File: src/rtl/dgc_pkg.sv
// Shared indices and the decision sequencer state for the gating controller.
package dgc_pkg;
    localparam int NBUSY  = 9;
    localparam int NPATH  = 3;   // execute paths: SP, SFU, LD/ST
    localparam int NCG    = 8;
    localparam int NPG    = 2;
    // busy_i positions
    localparam int B_FD   = 0;
    localparam int B_SCH  = 1;
    localparam int B_RF0  = 2;   // register groups SP, SFU, LD/ST
    localparam int B_PR0  = 5;   // pipeline registers SP, SFU, LD/ST
    localparam int B_EXLS = 8;
    // cg_o positions
    localparam int CG_FD   = 0;
    localparam int CG_RF0  = 1;
    localparam int CG_PR0  = 4;
    localparam int CG_EXLS = 7;

    typedef enum logic [2:0] {
        SEQ_IDLE,
        SEQ_P1,
        SEQ_P2,
        SEQ_P3,
        SEQ_APPLY
    } seq_t;
endpackage

File: src/rtl/dgc_activity.sv
// Epoch timer and activity accumulators.
// Counts busy cycles per component, converts SP/SFU issues to busy time with a
// fixed service time, counts LD/ST arrivals and sums LD/ST occupancy. On the
// last cycle of an epoch every accumulator is copied (including that cycle's
// sample) into a snapshot and cleared. Assumes EPOCH >= 2.
module dgc_activity
    import dgc_pkg::*;
#(
    parameter int EPOCH   = 1024,
    parameter int SP_SVC  = 2,
    parameter int SFU_SVC = 4,
    parameter int OCC_W   = 6,
    parameter int UW      = 13,
    parameter int OSW     = 17
) (
    input  logic             clk,
    input  logic             rst_n,
    input  logic [NBUSY-1:0] busy_i,
    input  logic             sp_issue_i,
    input  logic             sfu_issue_i,
    input  logic             ls_arrive_i,
    input  logic [OCC_W-1:0] ls_occ_i,
    output logic             snap_vld_o,
    output logic [UW-1:0]    snap_busy_o [NBUSY],
    output logic [UW-1:0]    snap_sp_o,
    output logic [UW-1:0]    snap_sfu_o,
    output logic [UW-1:0]    snap_arr_o,
    output logic [OSW-1:0]   snap_occ_o
);
    localparam int EW = (EPOCH > 2) ? $clog2(EPOCH) : 1;

    logic [EW-1:0] ecnt;
    logic          last;

    assign last = (ecnt == EW'(EPOCH - 1));

    // Epoch position counter, wraps at EPOCH.
    always_ff @(posedge clk) begin
        if (!rst_n)    ecnt <= '0;
        else if (last) ecnt <= '0;
        else           ecnt <= ecnt + 1'b1;
    end

    // One-cycle flag telling the sequencer a fresh snapshot is present.
    always_ff @(posedge clk) begin
        if (!rst_n) snap_vld_o <= 1'b0;
        else        snap_vld_o <= last;
    end

    genvar g;
    generate
        for (g = 0; g < NBUSY; g++) begin : g_busy
            logic [UW-1:0] acc;
            logic [UW-1:0] nxt;
            assign nxt = acc + UW'(busy_i[g]);
            // Busy-cycle accumulator with snapshot at the epoch end.
            always_ff @(posedge clk) begin
                if (!rst_n) begin
                    acc            <= '0;
                    snap_busy_o[g] <= '0;
                end else if (last) begin
                    acc            <= '0;
                    snap_busy_o[g] <= nxt;
                end else begin
                    acc <= nxt;
                end
            end
        end
    endgenerate

    logic [UW-1:0]  sp_acc, sfu_acc, arr_acc;
    logic [UW-1:0]  sp_nxt, sfu_nxt, arr_nxt;
    logic [OSW-1:0] occ_acc, occ_nxt;

    assign sp_nxt  = sp_acc  + (sp_issue_i  ? UW'(SP_SVC)  : '0);
    assign sfu_nxt = sfu_acc + (sfu_issue_i ? UW'(SFU_SVC) : '0);
    assign arr_nxt = arr_acc + UW'(ls_arrive_i);
    assign occ_nxt = occ_acc + OSW'(ls_occ_i);

    // Service-time busy, arrival and occupancy accumulators.
    always_ff @(posedge clk) begin
        if (!rst_n) begin
            sp_acc  <= '0; sfu_acc <= '0; arr_acc <= '0; occ_acc <= '0;
            snap_sp_o <= '0; snap_sfu_o <= '0; snap_arr_o <= '0; snap_occ_o <= '0;
        end else if (last) begin
            sp_acc  <= '0; sfu_acc <= '0; arr_acc <= '0; occ_acc <= '0;
            snap_sp_o  <= sp_nxt;
            snap_sfu_o <= sfu_nxt;
            snap_arr_o <= arr_nxt;
            snap_occ_o <= occ_nxt;
        end else begin
            sp_acc  <= sp_nxt;
            sfu_acc <= sfu_nxt;
            arr_acc <= arr_nxt;
            occ_acc <= occ_nxt;
        end
    end


    epoch_range_chk: assert property (@(posedge clk) disable iff (!rst_n)
        ecnt <= EW'(EPOCH - 1));

    snap_pulse_chk: assert property (@(posedge clk) disable iff (!rst_n)
        snap_vld_o |=> !snap_vld_o);
endmodule

File: src/rtl/dgc_decide.sv
// Three-phase decision sequencer and output registers.
// On a new snapshot all outputs revert to full width. Phase 1 judges the
// execute units, phase 2 each register group and pipeline register against
// its execute unit, phase 3 the issue width and then fetch/decode. The
// decisions are driven out on the cycle after phase 3.
// Assumes snapshots arrive at least five cycles apart.
module dgc_decide
    import dgc_pkg::*;
#(
    parameter int EPOCH       = 1024,
    parameter int UTIL_THR_Q8 = 64,
    parameter int RT_THR      = 200,
    parameter int UW          = 13,
    parameter int OSW         = 17
) (
    input  logic           clk,
    input  logic           rst_n,
    input  logic           snap_vld_i,
    input  logic [UW-1:0]  snap_busy_i [NBUSY],
    input  logic [UW-1:0]  snap_sp_i,
    input  logic [UW-1:0]  snap_sfu_i,
    input  logic [UW-1:0]  snap_arr_i,
    input  logic [OSW-1:0] snap_occ_i,
    output logic [NPG-1:0] pg_o,
    output logic [NCG-1:0] cg_o,
    output logic           half_o
);
    localparam int PW = UW + OSW + 34;
    localparam logic [PW-1:0] LOW_LIM = PW'(UTIL_THR_Q8) * PW'(EPOCH);

    seq_t             state;
    logic [NPG-1:0]   d_pg;
    logic             d_ls;
    logic [NPATH-1:0] d_rf, d_pr;
    logic             d_half, d_fd;
    logic [UW-1:0]    ex_busy [NPATH];
    logic [UW+1:0]    ex_sum;
    logic             half_n;

    assign ex_busy[0] = snap_sp_i;
    assign ex_busy[1] = snap_sfu_i;
    assign ex_busy[2] = snap_busy_i[B_EXLS];
    assign ex_sum = (UW+2)'(ex_busy[0]) + (UW+2)'(ex_busy[1]) + (UW+2)'(ex_busy[2]);
    assign half_n = ((UW+2)'(snap_busy_i[B_SCH]) < ex_sum);

    // Phase sequencer, decision registers and output registers.
    always_ff @(posedge clk) begin
        if (!rst_n) begin
            state  <= SEQ_IDLE;
            pg_o   <= '0;
            cg_o   <= '0;
            half_o <= 1'b0;
            d_pg   <= '0;
            d_ls   <= 1'b0;
            d_rf   <= '0;
            d_pr   <= '0;
            d_half <= 1'b0;
            d_fd   <= 1'b0;
        end else begin
            case (state)
                SEQ_IDLE: begin
                    if (snap_vld_i) begin
                        state  <= SEQ_P1;
                        pg_o   <= '0;
                        cg_o   <= '0;
                        half_o <= 1'b0;
                    end
                end
                SEQ_P1: begin
                    d_pg[0] <= ((PW'(snap_sp_i)  << 8) < LOW_LIM);
                    d_pg[1] <= ((PW'(snap_sfu_i) << 8) < LOW_LIM);
                    d_ls    <= (snap_arr_i != '0) &&
                               (PW'(snap_occ_i) > PW'(snap_arr_i) * PW'(RT_THR));
                    state   <= SEQ_P2;
                end
                SEQ_P2: begin
                    for (int u = 0; u < NPATH; u++) begin
                        d_rf[u] <= (snap_busy_i[B_RF0 + u] < ex_busy[u]);
                        d_pr[u] <= (snap_busy_i[B_PR0 + u] < ex_busy[u]);
                    end
                    state <= SEQ_P3;
                end
                SEQ_P3: begin
                    d_half <= half_n;
                    d_fd   <= half_n && (snap_busy_i[B_FD] < snap_busy_i[B_SCH]);
                    state  <= SEQ_APPLY;
                end
                SEQ_APPLY: begin
                    pg_o   <= d_pg;
                    cg_o   <= {d_ls, d_pr, d_rf, d_fd};
                    half_o <= d_half;
                    state  <= SEQ_IDLE;
                end
                default: state <= SEQ_IDLE;
            endcase
        end
    end


    revert_chk: assert property (@(posedge clk) disable iff (!rst_n)
        (state != SEQ_IDLE) |-> (pg_o == '0 && cg_o == '0 && !half_o));

    hold_chk: assert property (@(posedge clk) disable iff (!rst_n)
        (state == SEQ_IDLE && $past(state) == SEQ_IDLE) |-> $stable({pg_o, cg_o, half_o}));

    fd_order_chk: assert property (@(posedge clk) disable iff (!rst_n)
        cg_o[CG_FD] |-> half_o);
endmodule

File: src/rtl/dgc_wake_timer.sv
// Wake-up timer for one power-gated unit. While the gate is asserted the
// timer is held at WAKE; after release it counts down and the unit is
// reported ready once it reaches zero. Assumes WAKE >= 1.
module dgc_wake_timer #(
    parameter int WAKE = 16
) (
    input  logic clk,
    input  logic rst_n,
    input  logic pg_i,
    output logic ready_o
);
    localparam int TW = $clog2(WAKE + 1);

    logic [TW-1:0] cnt;

    // Load while gated, count down after release.
    always_ff @(posedge clk) begin
        if (!rst_n)          cnt <= '0;
        else if (pg_i)       cnt <= TW'(WAKE);
        else if (cnt != '0)  cnt <= cnt - 1'b1;
    end

    assign ready_o = !pg_i && (cnt == '0);


    gated_not_ready_chk: assert property (@(posedge clk) disable iff (!rst_n)
        pg_i |-> !ready_o);

    release_wait_chk: assert property (@(posedge clk) disable iff (!rst_n)
        $fell(pg_i) |-> !ready_o);
endmodule

File: src/rtl/dpgate_ctrl.sv
// Top of the utilization-driven datapath gating controller: activity
// accumulation, three-phase decisions and per-unit wake-up timers.
// Assumes EPOCH > 5 so a decision sequence ends before the next snapshot.
module dpgate_ctrl
    import dgc_pkg::*;
#(
    parameter int EPOCH       = 1024,
    parameter int SP_SVC      = 2,
    parameter int SFU_SVC     = 4,
    parameter int OCC_W       = 6,
    parameter int UTIL_THR_Q8 = 64,
    parameter int RT_THR      = 200,
    parameter int WAKE        = 16
) (
    input  logic             clk,
    input  logic             rst_n,
    input  logic [8:0]       busy_i,
    input  logic             sp_issue_i,
    input  logic             sfu_issue_i,
    input  logic             ls_arrive_i,
    input  logic [OCC_W-1:0] ls_occ_i,
    output logic [1:0]       pg_o,
    output logic [1:0]       ready_o,
    output logic [7:0]       cg_o,
    output logic             half_issue_o
);
    localparam int MAXSVC = (SP_SVC > SFU_SVC) ? ((SP_SVC > 1) ? SP_SVC : 1)
                                               : ((SFU_SVC > 1) ? SFU_SVC : 1);
    localparam int UW  = $clog2(EPOCH * MAXSVC + 1);
    localparam int OSW = OCC_W + $clog2(EPOCH + 1);

    logic           snap_vld;
    logic [UW-1:0]  snap_busy [NBUSY];
    logic [UW-1:0]  snap_sp, snap_sfu, snap_arr;
    logic [OSW-1:0] snap_occ;

    dgc_activity #(
        .EPOCH(EPOCH), .SP_SVC(SP_SVC), .SFU_SVC(SFU_SVC),
        .OCC_W(OCC_W), .UW(UW), .OSW(OSW)
    ) u_activity (
        .clk(clk), .rst_n(rst_n),
        .busy_i(busy_i), .sp_issue_i(sp_issue_i), .sfu_issue_i(sfu_issue_i),
        .ls_arrive_i(ls_arrive_i), .ls_occ_i(ls_occ_i),
        .snap_vld_o(snap_vld), .snap_busy_o(snap_busy),
        .snap_sp_o(snap_sp), .snap_sfu_o(snap_sfu),
        .snap_arr_o(snap_arr), .snap_occ_o(snap_occ)
    );

    dgc_decide #(
        .EPOCH(EPOCH), .UTIL_THR_Q8(UTIL_THR_Q8), .RT_THR(RT_THR),
        .UW(UW), .OSW(OSW)
    ) u_decide (
        .clk(clk), .rst_n(rst_n),
        .snap_vld_i(snap_vld), .snap_busy_i(snap_busy),
        .snap_sp_i(snap_sp), .snap_sfu_i(snap_sfu),
        .snap_arr_i(snap_arr), .snap_occ_i(snap_occ),
        .pg_o(pg_o), .cg_o(cg_o), .half_o(half_issue_o)
    );

    genvar w;
    generate
        for (w = 0; w < NPG; w++) begin : g_wake
            dgc_wake_timer #(.WAKE(WAKE)) u_wake (
                .clk(clk), .rst_n(rst_n),
                .pg_i(pg_o[w]), .ready_o(ready_o[w])
            );
        end
    endgenerate
endmodule

File: config.mk
export PLATFORM = sky130hd
export DESIGN_NAME = dpgate_ctrl
export DESIGN_NICKNAME = d
export VERILOG_FILES = /design/src/rtl/dgc_pkg.sv /design/src/rtl/dgc_activity.sv /design/src/rtl/dgc_decide.sv /design/src/rtl/dgc_wake_timer.sv /design/src/rtl/dpgate_ctrl.sv
export SDC_FILE = /design/constraint.sdc
export NUM_CORES = 1
export LEC_CHECK = 0
export BUFFER_PORTS_ARGS = -buffer_cell sky130_fd_sc_hd__clkbuf_2
export CORE_ASPECT_RATIO = 1.5
export CORE_MARGIN = 2
export CORE_UTILIZATION = 40
export CTS_BUF_LIST = sky130_fd_sc_hd__clkbuf_4
export CTS_CLUSTER_DIAMETER = 40
export DETAILED_ROUTE_END_ITERATION = 10
export PLACE_DENSITY = 0.61
export SLEW_MARGIN = 0
export SYNTH_ARGS = -nofsm -noshare
export SYNTH_HDL_FRONTEND = slang
export SYNTH_HIERARCHICAL = 1
export SYNTH_SLANG_ARGS = --single-unit
export TNS_END_PERCENT = 5
File: constraint.sdc
create_clock -name clk -period 3.7 [get_ports clk]
set_input_delay 0.185 -clock clk [delete_from_list [all_inputs] [get_ports clk]]
set_output_delay 0.185 -clock clk [all_outputs]
set_load 0.01 [all_outputs]
After elaboration in Yosys (flattened, before gate mapping) --
Cells that the tools add are included.
Cells by class: $add $sub $neg 18, $mul 1, div/mod/pow operators 0, magnitude comparators 11, equality and inequality tests 6, shift operators 0, multiplexer cells 14, bitwise gates (word level) 1, reductions and logical operators 19
Operators with widths (count):
- 13-bit by 1-bit adder with 13-bit output | 10
- 13-bit < comparator | 7
- 21-bit by 17-bit < comparator with 1-bit output (second input constant) | 2
- 13-bit adder | 2
- 17-bit by 21-bit > comparator with 1-bit output | 1
- 5-bit two-way mux | 4
- 13-bit by 5-bit multiplier with 18-bit output (second input constant) | 1
- 17-bit by 6-bit adder with 17-bit output | 1
- 8-bit one-hot mux with 2 select lines | 1
- 15-bit by 13-bit adder with 15-bit output | 1
- 13-bit by 15-bit < comparator with 1-bit output | 1
- 13-bit by 13-bit adder with 14-bit output | 1
- 13-bit nonzero test | 1
- 3-bit one-hot mux with 4 select lines | 1
- 10-bit by 1-bit adder with 10-bit output (second input constant) | 1
- 10-bit equality test (second input constant) | 1
- 5-bit logical NOT | 2
- 5-bit nonzero test | 2
- 5-bit by 1-bit subtractor with 5-bit output (second input constant) | 2
- 8-bit two-way mux | 1
- 3-bit by 2-bit equality test with 1-bit output (second input constant) | 2
- 3-bit two-way mux | 2
- 2-bit nonzero test | 3
- 2-bit OR reduction | 3
- 12 further kinds | 17
Storage, ports and cells: register bits 392, latch bits 0, bits in writable memories 0, bits in read-only memories 0, output and inout bits 13, memories kept 0

Depth between registers and ports, before layout --
word-level depth 4, depth in mapped cells 22

By module --
Netlist, hierarchy kept.
Modules (own cells, without submodules):
- dgc_activity | times used 1, cells each 1327, area each 12697.2 um^2, seq. area each 7026.7 um^2
- dgc_decide | times used 1, cells each 641, area each 5494.0 um^2, seq. area each 500.5 um^2
- dgc_wake_timer | times used 2, cells each 25, area each 230.2 um^2, seq. area each 100.1 um^2

Least setup slack after synthesis --
OpenSTA, ideal clock, no wires.
path type reg2reg, start point register u_activity.snap_arr_o[4], end point register u_decide.d_ls, setup time 0.084 ns, data arrival time 3.922 ns, slack -0.306 ns, cell stages (with the launch flop) 23, path buffers 0, cells stage by stage dfxtp_1 > inv_1 > ha_1 > ha_1 > inv_1 > fa_1 > inv_1 > ha_1 > a21oi_2 > o21ai_1 > a31o_1 > a21oi_2 > and2b_1 > nor2_1 > xor2_1 > ha_1 > nand2_1 > nor4_1 > nand4b_1 > nor3_1 > nor3_1 > nand4_1 > o31ai_2
Between the ends: cells in the longest elaborated chain, start to end 3
Ends and longest elaborated chain:
- from (decl) | RTL line dgc_activity.sv:27 | output logic [UW-1:0] snap_arr_o,
- from (signal assigned) | RTL line dgc_activity.sv:89 | snap_arr_o <= arr_nxt;
- 13-bit by 5-bit multiplier with 18-bit output | RTL line dgc_decide.sv:73 | (PW'(snap_occ_i) > PW'(snap_arr_i) * PW'(RT_THR));
- 17-bit by 21-bit > comparator with 1-bit output | RTL line dgc_decide.sv:73
- 1-bit logical AND (*) | RTL line dgc_decide.sv:72 | d_ls <= (snap_arr_i != '0) &&
- to (signal assigned) | RTL line dgc_decide.sv:72
- to (decl) | RTL line dgc_decide.sv:33 | logic d_ls;
Mark *: on every way between the ends. The rest lies on a longest branch, timed or not. A chain may end at the register's enable or synchronous reset.

Worst setup path in the final report --
start point register u_activity.snap_arr_o[3], end point register u_decide.d_ls
The elaborated chain is that of the path after synthesis.

==> key figures <==
Critical path
  • Worst path bufs/invs: 10
  • CP Class: reg -> reg
  • CP max-delay cell: fa_1
  • Critical Path End Type: flip-flop
  • Critical Path AT: between 4 and 5 ns
  • Slowest cell delay on critical path: 0.54 ns
  • Worst-path fanout max: 4
  • Crit path cell chain: buf_6, ha_4, ha_4, inv_2, fa_1, inv_2, ha_4, o211ai_1, o21ai_2, a31o_1, a21oi_2, buf_4, buf_4, buf_4, buf_4, buf_4, buf_4, buf_4, o22ai_2, o41ai_4, xnor2_1, o31ai_2
  • Delay-heaviest family, CP: adder cells
  • Setup crit start kind: flip-flop
  • Most Frequent Cell on Critical Path: buf_4
  • Critical Path RT: 4.36 ns

Finish
  • Fin cells: 2811
  • Most common cell after layout, fill and taps aside: dfxtp_1
  • Most frequent cells in the layout: dfxtp_1, nor2_1, nand2_1, ha_1, clkbuf_4
  • Design area: between 20000 and 25000 µm²
  • Fraction of layout cells with a size suffix above 1: 12.8%
  • Nets: 2396
  • Area Overhead vs Synth: 13.4%

Floorplan
  • Die width: 180 µm
  • Num rows: between 90 and 100
  • Die Area: 48400 µm²
  • DIE HEIGHT: 268 µm
  • Starting Density: 40.6%
  • Core box area: around 46000 µm²
  • Io pins: 33

Timing
  • Slew @ Worst Pin: roughly 1 ns
  • Final setup violation count: 1
  • Final Hold Vio Count: 0
  • Fin crit period: just under 4 ns
  • RSZ-0062 raised after global routing: yes
  • Clock skew: between 0.04 and 0.05 ns
  • Fin crit share: 105%
  • Fmax: 258 MHz
  • Hold WS: 0.0894 ns
  • Setup TNS: -0.183 ns
  • Pins Over Slew Limit: 0
  • Final WS setup: -0.183 ns
  • Relative slew slack: 35.1%

Synthesis
  • Post-synthesis async set-or-reset flop share: 0%
  • Post-Synthesis Mean Instance Area: just over 9 µm²
  • Synth Instances: around 2.0k
  • Mux share of post-synthesis cell area: 0%
  • Synth Register Bits: between 300 and 400
  • Post-synth EDFFs: 0
  • Largest family of logic cells by synthesized area: simple AND/OR/NAND/NOR gates
  • Synth cell types: just under 70
  • Post-synthesis xor/xnor area fraction: 8.41%
  • Synth Area in Compound Gates: 12.4%
  • YS warnings: 6
  • Largest area contributor in the netlist: dfxtp_1
  • Mapped Area: 18700 µm²
  • Sequential fraction of the synthesis area: 41.4%
  • Post-synthesis adder-cell area fraction: roughly 16%
  • Post-synth top area share: 41.4%
  • Top FF cell, synth: dfxtp_1
  • Synth Area in Simple Gates: 16.6%
  • Area contributors post-synth: dfxtp_1, ha_1, xor2_1, nor2_1, nand2_1

Clock network
  • Max clock buf depth: 3
  • Htree depth: 3
  • Clock sinks: 386
  • CTS tree: built
  • Clk_lat worst skew: 0.79 ns
  • TritonCTS Buffers: 92
  • Root Buffer: clkbuf_4
  • Clk pin slew, worst setup/hold paths: ~0.070 ns

Outcome
  • Failing checks: negative setup slack
  • Status: finished, violations left

Power
  • Cell Int Power: 6.33 mW
  • Psw: between 2 and 2.5 mW
  • Sequential power share: about half
  • Combinational power share: 7.8%
  • Clk pwr share: 41.5%
  • Cell Pwr Density: 401 nW/µm²
  • Sw frac: 25.4%
  • VDD IR max: 0.000195 V
  • Leakage: 8.72 nW

Route
  • Routed WL: around 43 mm
  • DR vias: 14.3k
  • Drt via density: 5.10
  • Post-DRT Antenna Nets: 0
  • Starting DRT DRC Count: a little under 600
  • Wire length per cell: 15.4 µm
  • First-pass DRT Iterations: 5
  • DRC: 0

Placed design
  • Post-DP HPWL: about 31 mm
  • Port-buffer cells: 32
  • Cells after DPL: 2615
  • Dpl ws: -0.311 ns
  • Placed Instance Area: 19500 µm²
  • Routability cong.: 0.812

Worst hold path
  • Worst hold path type: in -> reg

GRT
  • Grt ovf: 0
  • Global-route wire length before repair: 71.2 mm
  • Global Route Usage Sum: 18.0%
  • Largest net degree at the start of global routing: 76
  • Initial antenna violation count: 1
  • Vias in the first global route: ~15k

Flow run
  • Maxcap violations: 0
==> what timing repair did <==
action / CTS / global route
endpoints found under the hold margin: 64 / 0
setup endpoints to repair: 2 / 3
pin swaps: 25 / 11
buffers inserted: 7 / 0
gates resized for setup: 22 / 18
hold buffers: 20 / 0
==> power groups by stage <==
stage	registers, mW	clock network [mW]	logic, mW
global route	4.32	3.86	0.730
floorplan	4.39	0	0.493
global placement	4.40	0	0.604
finish	4.31	3.52	0.660
CTS	4.31	3.65	0.668
detailed placement	4.40	0	0.626
==> cell usage after synthesis, drive strengths merged (8+ instances only) <==
cell / count
buf: 44
clkbuf: 27
nor2b: 12
ha: 205
nor2: 225
inv: 122
xor2: 105
a22o: 26
nand3: 58
o21ai: 174
nand4: 44
a21oi: 47
a21o: 32
and4: 15
dfxtp: 386
xnor2: 74
a22oi: 16
o21a: 13
nand2: 202
o211ai: 8
nor3: 18
nand2b: 16
and3: 48
fa: 23
==> area by class of cell <==
type | instances | area (µm²)
fillers | 4463 | 24700
multi-input cells | 1440 | 10200
flip-flops and latches | 386 | 7740
clock buffers | 134 | 1010
repair buffers | 105 | 787
well taps | 588 | 736
inverters | 123 | 463
clock inverters | 31 | 184
diodes | 4 | 10.0
==> worst paths after layout <==
kind	from	endpoint	slack, ns	cells past startpoint
worst max-delay path	u_activity/snap_arr_o[3]$_SDFFE_PN0P_	u_decide/d_ls$_SDFFE_PN0P_	-0.18	22
worst min-delay path	rst_n	u_activity/ecnt[6]$_SDFF_PP0_	0.09	3
worst max register to register	u_activity/snap_arr_o[3]$_SDFFE_PN0P_	u_decide/d_ls$_SDFFE_PN0P_	-0.18	22
worst min register to register	u_activity/snap_busy_o[19]$_SDFFE_PN0P_	u_activity/snap_busy_o[19]$_SDFFE_PN0P_	0.45	2
==> per-stage QoR <==
stage | total power, mW | utilization (%)
finish | 8.49 | 46.1
global placement | 5.00 | 42.5
CTS | 8.63 | 45.9
global route | 8.91 | 46.1
detailed placement | 5.03 | 42.5
floorplan | 4.88 | -
==> logic make-up after synthesis <==
family	after synthesis
AND/OR/NAND/NOR	668
flip-flops	386
AO/OA/AOI/OAI	362
adder cells (fa/ha/maj)	228
buffers and inverters	194
XOR/XNOR	179
other	1
==> flip-flops by register name, indices dropped and copies added (netlist names) <==
| name | cells |
|---|---|
| u_activity/snap_sp_o | 12 |
| u_decide/pg_o | 2 |
| u_activity/arr_acc | 13 |
| u_activity/snap_sfu_o | 11 |
| u_activity/ecnt | 10 |
| u_activity/snap_vld_o | 1 |
| u_decide/cg_o | 8 |
| u_decide/d_pg | 2 |
| u_activity/sp_acc | 12 |
| u_activity/occ_acc | 17 |
| u_decide/half_o | 1 |
| u_activity/snap_occ_o | 17 |
| u_activity/snap_busy_o | 117 |
| g_wake.u_wake/cnt | 10 |
| u_activity/sfu_acc | 11 |
| u_decide/d_half | 1 |
| u_activity/snap_arr_o | 13 |
| u_decide/state | 3 |
| u_activity/g_busy.acc | 117 |
| u_decide/d_pr | 3 |
| u_decide/d_rf | 3 |
| u_decide/d_ls | 1 |
| u_decide/d_fd | 1 |
==> worst min-delay path: stages <==
cell      delay, ns
clkbuf_2       0.19
buf_4          0.26
and2_1         0.16
==> metal layers <==
| metal | vias to the layer above | part of all wire [%] | track usage [%] |
|---|---|---|---|
| met1 | 6834 | 39 | 18.5 |
| met5 | - | 0 | 0 |
| met4 | 0 | 3.0 | 8.17 |
| met2 | 208 | 54 | 35.4 |
| met3 | 83 | 3.1 | 3.15 |
| li1 | 7222 | - | - |
Power figures use the tool's default switching activity.
